==> config.mk <==
export PLATFORM = sky130hd
export DESIGN_NAME = link_rst_seq
export DESIGN_NICKNAME = d
export VERILOG_FILES = /design/src/rtl/link_rst_seq.sv
export SDC_FILE = /design/constraint.sdc
export NUM_CORES = 1
export LEC_CHECK = 0
export CORE_ASPECT_RATIO = 0.8
export CORE_UTILIZATION = 45
export DETAILED_ROUTE_END_ITERATION = 8
export HOLD_SLACK_MARGIN = 0.02
export PLACE_DENSITY = 0.91
export SYNTH_ARGS = -nofsm -noshare
export SYNTH_HDL_FRONTEND = slang
export SYNTH_SLANG_ARGS = --single-unit
==> constraint.sdc <==
create_clock -name clk -period 3.4 [get_ports clk]
set_clock_uncertainty 0.15 [all_clocks]
set_input_delay 0.85 -clock clk [delete_from_list [all_inputs] [get_ports clk]]
set_output_delay 0.85 -clock clk [all_outputs]
set_load 0.05 [all_outputs]
==> src/rtl/link_rst_seq.sv <==
module link_rst_seq #(
  parameter int TMO_W = 16
) (
  input  logic             clk,
  input  logic             rst,
  input  logic [31:0]      status_word,
  input  logic             dma_busy,
  input  logic             pkt_pending,
  input  logic             tx_active,
  input  logic [TMO_W-1:0] tmo_limit,
  output logic [5:0]       ctrl_pulse,
  output logic             dma_stop,
  output logic             pkt_done,
  output logic             tx_done,
  output logic             link_active,
  output logic             tmo_err
);
  localparam int RS_BIT  = 28;
  localparam int PS_BIT  = 29;
  localparam int FB_BIT  = 30;
  localparam int C_FLUSH = 0;
  localparam int C_ON    = 3;
  localparam int C_OFF   = 4;
  localparam int C_WR    = 5;

  typedef enum logic [3:0] {
    S_IDLE, S_PKT, S_TX, S_DSTOP, S_DWAIT, S_FFL, S_FWAIT, S_WRFL, S_ONACK, S_OFFACK
  } st_t;

  st_t              st;
  logic             init_pend, last_rs, entry;
  logic [TMO_W-1:0] cnt;

  wire rs    = status_word[RS_BIT];
  wire ps    = status_word[PS_BIT];
  wire fbusy = status_word[FB_BIT];
  wire chg   = rs != last_rs;

  logic unused_status;
  assign unused_status = ^{status_word[31], status_word[27:0]};

  always_ff @(posedge clk) begin
    if (rst) begin
      st        <= S_IDLE;
      init_pend <= 1'b1;
      last_rs   <= 1'b0;
      entry     <= 1'b0;
      tmo_err   <= 1'b0;
      cnt       <= '0;
    end else begin
      case (st)
        S_IDLE: begin
          cnt <= '0;
          if (init_pend) begin
            init_pend <= 1'b0;
            entry     <= 1'b0;
            st        <= S_DSTOP;
          end else if (chg) begin
            last_rs <= rs;
            entry   <= rs;
            st      <= rs ? S_PKT : S_OFFACK;
          end
        end
        S_PKT:   st <= S_TX;
        S_TX:    st <= S_DSTOP;
        S_DSTOP: st <= S_DWAIT;
        S_DWAIT: begin
          if (!dma_busy) begin
            st  <= S_FFL;
            cnt <= '0;
          end else if (cnt == tmo_limit) begin
            tmo_err <= 1'b1;
            st      <= S_IDLE;
            cnt     <= '0;
          end else begin
            cnt <= cnt + 1'b1;
          end
        end
        S_FFL:   st <= S_FWAIT;
        S_FWAIT: begin
          if (!fbusy) begin
            st  <= entry ? S_WRFL : S_IDLE;
            cnt <= '0;
          end else if (cnt == tmo_limit) begin
            tmo_err <= 1'b1;
            st      <= S_IDLE;
            cnt     <= '0;
          end else begin
            cnt <= cnt + 1'b1;
          end
        end
        S_WRFL:  st <= S_ONACK;
        S_ONACK: st <= S_IDLE;
        S_OFFACK: st <= S_IDLE;
        default: st <= S_IDLE;
      endcase
    end
  end

  always_comb begin
    ctrl_pulse          = '0;
    ctrl_pulse[C_FLUSH] = st == S_FFL;
    ctrl_pulse[C_ON]    = st == S_ONACK;
    ctrl_pulse[C_OFF]   = st == S_OFFACK;
    ctrl_pulse[C_WR]    = st == S_WRFL;
  end

  assign dma_stop    = st == S_DSTOP;
  assign pkt_done    = (st == S_PKT) && pkt_pending;
  assign tx_done     = (st == S_TX) && tx_active;
  assign link_active = (st == S_IDLE) && !init_pend && !chg && !rs && !ps;
endmodule


==> results of run 1 <==
==> how the worst max path moves through the flow <==
stage | startpoint | end | slack, ps | depth (start not counted)
6_report | st[0] | ctrl_pulse[0] | 290 | 3
3_5_place_dp | tmo_limit[8] | cnt[11] | 440 | 7
5_1_grt | st[0] | ctrl_pulse[0] | 160 | 3
2_1_floorplan | st[3] | link_active | 530 | 5
4_1_cts | st[0] | ctrl_pulse[0] | 310 | 3
3_3_place_gp | tmo_limit[8] | cnt[9] | 500 | 7
==> Yosys cell counts, drive strengths merged (3+ instances only) <==
library cell | count | area (um2)
a21oi | 7 | 38.8
a2bb2oi | 3 | 26.3
and3 | 3 | 18.8
and4 | 3 | 28.8
buf | 8 | 57.6
dfxtp | 24 | 480
inv | 4 | 15.0
nand2 | 18 | 67.6
nand2b | 3 | 18.8
nand3 | 5 | 25.0
nand4 | 7 | 43.8
nor2 | 32 | 128
nor3 | 4 | 20.0
nor4 | 5 | 37.5
o21ai | 6 | 30.0
xnor2 | 8 | 70.1
xor2 | 22 | 193
==> logic make-up (layout without fill, tap and decap cells) <==
logic type / after synthesis / in the layout
fa+ha+maj: 1 / 1
flops: 24 / 24
xor+xnor: 30 / 30
other cells: 1 / 2
buf+inv: 13 / 40
simple gates: 84 / 84
mux: 1 / 1
compound gates: 22 / 22
==> worst reg2reg max path, delay by kind of cell (launching register included) <==
kind | cells | cell delay (ps)
AND/OR/NAND/NOR | 3 | 780
flip-flops | 1 | 370
buffers and inverters | 1 | 220
AO/OA/AOI/OAI | 1 | 360
XOR/XNOR | 1 | 180
==> per-stage QoR <==
step | instance area [um2] | setup WS [ps] | total power, mW | util, % | hold slack, ps
finish | 1790 | 292 | 0.871 | 62.3 | 349
global route | 1790 | 157 | 0.927 | 62.3 | 379
CTS | 1790 | 306 | 0.868 | 62.3 | 355
detailed placement | 1750 | 435 | 0.699 | 60.9 | 333
global placement | 1750 | 496 | 0.692 | 60.9 | 327
floorplan | 1430 | 531 | 0.610 | - | 324
==> per-layer routing <==
layer  GRT usage, %  vias to the layer above  share of wire, %
li1               -                      658                 -
met1           29.0                      637                46
met2           34.0                       51                45
met3           4.57                       10               6.1
met4           10.0                        0               2.9
met5              0                        -                 0
==> where the power goes <==
group	leakage (nW)	internal, mW	total (mW)	switching (mW)
Clock	0.0216	0.0794	0.171	0.0912
Sequential	0.194	0.307	0.361	0.0536
Combinational	0.458	0.143	0.339	0.196
==> flip-flops by register name, indices dropped and copies added (netlist names) <==
signal     cells
cnt           16
st             4
entry          1
init_pend      1
last_rs        1
tmo_err        1
==> final cells by class <==
cell class,instances,area (um2),share of cell area [%]
flip-flops and latches,24,480,26.9
inverters,4,15.0,0.839
clock buffers,3,41.3,2.31
multi-input cells,140,872,48.7
well taps,38,47.5,2.66
repair buffers,33,333,18.6
==> run_results.csv, run 1 <==
group,metric,value,unit
setup_path,regToRegStartpoint,"cnt[8]",
clocking,cts-root-buf,"clkbuf_8",
sta,setup_viol,0,
setup_path,cp_top_family,"buffers and inverters",
sta,hold_viol,0,
placed_design,dpl.cell_count,239,
setup_path,critPathLaunchType,"flop",
status,outcome,"completed",
setup_path,crit_chain,"nand2b_1 > nor3b_1 > clkdlybuf4s50_1",
yosys,yosys.area_share.adder,0.882,%
yosys,yosys_most_used_dff,"dfxtp_1",
routing,ant_nets,0,
sta,rsz0062_at_grt,"no",
yosys,yosys.area_share.simple,29.7,%
sta,timing.fmax,322,MHz
placed_design,hpwl,2520,um
clocking,cts.clk_slew.worst_paths,80,ps
clocking,htree_num_levels,1,
routing,drc,0,
power_and_ir_drop,ir_drop,0.226,mV
yosys,synth_edf_count,0,
grt,grt_first_pass_wirelength,5490,um
placed_design,portBuffers,32,
setup_path,crit_required,2400,ps
cells_and_area,final_common_cell,"nor2_1",
clocking,postCtsSetupBuffers,0,
clocking,cts_tree,"built",
setup_path,r2r_setup_slack,1240,ps
floorplanning,num_io_pins,64,
yosys,synth_seq_cells,24,
placed_design,routabilityCongestion,0.854,
yosys,synth_cell_type_count,38,
hold_path,min_path_type,"reg -> reg",
power_and_ir_drop,powerDensity,487,nW/um2
cells_and_area,drive_above_1_share,7.35,%
clocking,numClockSinks,24,
clocking,cts-resized-gates,0,
setup_path,max_stage_delay,830,ps
yosys,ys_seq_area_share,33.9,%
floorplanning,core,2870,um2
cells_and_area,layout_common_cells,"nor2_1 (31), clkdlybuf4s50_1 (29), dfxtp_1 (24)",
floorplanning,die_y,52.2,um
sta,finalCritPeriodShare,91.4,%
setup_path,critical_path_class,"reg -> out",
flow_run,maxCapViolCount,0,
cells_and_area,final-instance-count-excl-fill,242,
clocking,cts-buffers-inserted,3,
setup_path,cp_slowest_cell,"clkdlybuf4s50_1",
yosys,synthArstFlopShare,0,%
routing,avgViaCountPerCell,5.60,
yosys,netlist_area,1420,um2
floorplanning,fp.dieArea,3380,um2
routing,firstDrtPassIters,4,
yosys,yosys_warnings,0,
sta,post-route-min-period,3110,ps
cells_and_area,diodes,0,
sta,slew_viol_final,0,
routing,num_vias,1356,
grt,grt_overflow_total,0,
yosys,synth_top_family_by_area,"simple AND/OR/NAND/NOR gates",
yosys,syn_area_per_cell,8.06,um2
sta,setup_tns,0,ps
routing,wire_per_inst,13.7,um
grt,grt_max_degree,13,
setup_path,r2r_cells,6,
cells_and_area,syn_to_final_growth,26.1,%
yosys,synth_compound_area_share,10.6,%
hold_path,hold_start,"tmo_err",
setup_path,end_kind,"output pin",
sta,tightest_slew,722,ps
floorplanning,die_w,64.8,um
grt,grt_pass1_vias,1204,
floorplanning,initial_core_util,49.4,%
yosys,muxShareOfSynthArea,0.794,%
routing,routed_wirelength,3320,um
cells_and_area,nFillCells,251,
setup_path,arrival,2110,ps
routing,first_iter_violations,136,
cells_and_area,nNetsFinal,260,
yosys,synth_cells,176,
clocking,clkLatencyLatePin,270,ps
setup_path,path_buf_inv,1,
grt,antenna_found_initial,0,
floorplanning,rows,17,
power_and_ir_drop,p_leak,0.674,nW
yosys,synthXorXnorAreaFrac,18.5,%
clocking,clockBufferDepth,2,
grt,track_usage,21.8,%
setup_path,path_max_fanout,10,
hold_path,worstHoldEndpoint,"tmo_err",
clocking,hold_buffers,0,
setup_path,worstReg2RegEnd,"cnt[11]",
hold_path,whs_path_depth,2,
sta,slew-limit-headroom,51.4,%
Note: power is estimated with default switching activity, not from simulation.
==> inputs of run 2 (changes only) <==
CORE_MARGIN = 10   (was not set)
CORE_UTILIZATION = 50   (was 45)
DONT_BUFFER_PORTS = 1   (was not set)
PLACE_DENSITY = 0.7   (was 0.91)
==> run_results.csv, run 2 (synthesis results as in run 1) <==
group,metric,value,unit
status,outcome,"completed",
placed_design,dpl_cell_area,1470,um2
setup_path,r2r_cells,5,
hold_path,min_path_type,"reg -> reg",
setup_path,critPathLaunchType,"flop",
clocking,cts.clk_slew.worst_paths,130,ps
setup_path,cp_slowest_cell,"dfxtp_1",
clocking,htree_num_levels,1,
cells_and_area,top_register,"cnt",
sta,hold_viol,0,
grt,grt_pass1_vias,1136,
grt,antenna_found_initial,0,
sta,setup_tns,0,ps
placed_design,portBuffers,0,
floorplanning,num_io_pins,64,
power_and_ir_drop,p_leak,0.566,nW
grt,grt_max_degree,13,
routing,ant_nets,0,
cells_and_area,final-instance-count-excl-fill,215,
clocking,hold_buffers,0,
setup_path,crit_required,2400,ps
power_and_ir_drop,ir_drop,0.290,mV
clocking,cts-root-buf,"clkbuf_4",
clocking,postCtsSetupBuffers,0,
cells_and_area,nNetsFinal,233,
floorplanning,initial_core_util,51.7,%
sta,slew-limit-headroom,54.8,%
cells_and_area,drive_above_1_share,10.2,%
routing,avgViaCountPerCell,5.67,
routing,first_iter_violations,116,
floorplanning,rows,17,
setup_path,critical_path_class,"reg -> out",
setup_path,max_stage_delay,450,ps
grt,track_usage,12.6,%
cells_and_area,final_area,1490,um2
power_and_ir_drop,finalPower,0.788,mW
placed_design,routabilityCongestion,0.848,
routing,drc,0,
routing,routed_wirelength,3350,um
setup_path,crit_start,"st[0]",
flow_run,maxCapViolCount,0,
clocking,clkLatencyLatePin,320,ps
placed_design,dpl.cell_count,212,
setup_path,worstReg2RegEnd,"cnt[9]",
cells_and_area,final_common_cell,"nor2_1",
clocking,numClockSinks,24,
floorplanning,die_w,79.6,um
cells_and_area,syn_to_final_growth,4.85,%
setup_path,regToRegStartpoint,"cnt[7]",
power_and_ir_drop,powerDensity,530,nW/um2
clocking,cts_tree,"built",
sta,setup_viol,0,
setup_path,end_kind,"output pin",
sta,tightest_slew,672,ps
floorplanning,core,2740,um2
setup_path,endpoint,"link_active",
floorplanning,die_y,67.6,um
cells_and_area,layout_common_cells,"nor2_1 (31), dfxtp_1 (24), xor2_1 (22)",
routing,firstDrtPassIters,4,
placed_design,hpwl,2660,um
grt,grt_overflow_total,0,
cells_and_area,largestRegisters,"cnt (16), st (4)",
sta,hold_ws,384,ps
floorplanning,fp.dieArea,5380,um2
sta,slew_viol_final,0,
cells_and_area,largest_register_ffs,16,
cells_and_area,diodes,0,
grt,grt_first_pass_wirelength,5420,um
clocking,clockBufferDepth,2,
sta,rsz0062_at_grt,"no",
clocking,cts-resized-gates,0,
clocking,cts-buffers-inserted,3,
cells_and_area,nFillCells,262,
setup_path,arrival,1920,ps
sta,post-route-min-period,2920,ps
setup_path,crit_chain,"nor2_4 > nand2_1 > nor2_1 > nor4b_2 > buf_4",
routing,wire_per_inst,15.6,um
sta,timing.fmax,343,MHz
routing,num_vias,1219,
setup_path,r2r_setup_slack,1280,ps
setup_path,path_max_fanout,10,
sta,finalCritPeriodShare,85.8,%
==> run 2: cell count changes in the layout (fill, tap and decap cells not counted) <==
cell             before  now
clkdlybuf4s50_1      29    0
nor3b_2               0    1
clkbuf_8              3    0
buf_4                 3    6
clkbuf_4              0    3
nor3b_1               1    0
buf_12                1    0
==> run 2: area by class of cell <==
| type | count | area [um2] | area share (%) |
|---|---|---|---|
| multi-input combinational | 140 | 877 | 59.0 |
| sequential | 24 | 480 | 32.3 |
| tap | 38 | 47.5 | 3.20 |
| timing repair buffer | 6 | 45.0 | 3.03 |
| clock buffer | 3 | 22.5 | 1.51 |
| inverter | 4 | 15.0 | 1.01 |
==> run 2: worst min path at each step <==
stage          cells after the start  startpoint  slack, ps       to
3_3_place_gp                       2     last_rs        340  last_rs
5_1_grt                            1         rst        420  last_rs
4_1_cts                            2     cnt[14]        380  cnt[14]
6_report                           2     cnt[14]        380  cnt[14]
3_5_place_dp                       2     last_rs        370  last_rs
2_1_floorplan                      2     cnt[14]        320  cnt[14]
==> run 2: critical path: cells and delay by family (launching register included) <==
family / cells / cell delay, ps
simple gates: 4 / 890
flops: 1 / 450
buf+inv: 1 / 240
==> run 2: report_power, final <==
part	switching, mW	internal (mW)	leakage [nW]
Combinational	0.189	0.106	0.358
Clock	0.0875	0.0416	0.0138
Sequential	0.0565	0.308	0.194
==> run 2: through the flow <==
stage,setup WS [ps],utilization [%]
after floorplan,531,-
after global placement,865,53.4
after detailed placement,858,53.4
after CTS,512,54.2
after global routing,358,54.2
final,482,54.2
==> run 2: layer usage <==
layer	GRT usage [%]	routed length, um
met5	0	0
met4	2.01	6
met3	5.17	298
met2	20.9	1650
met1	15.3	1390
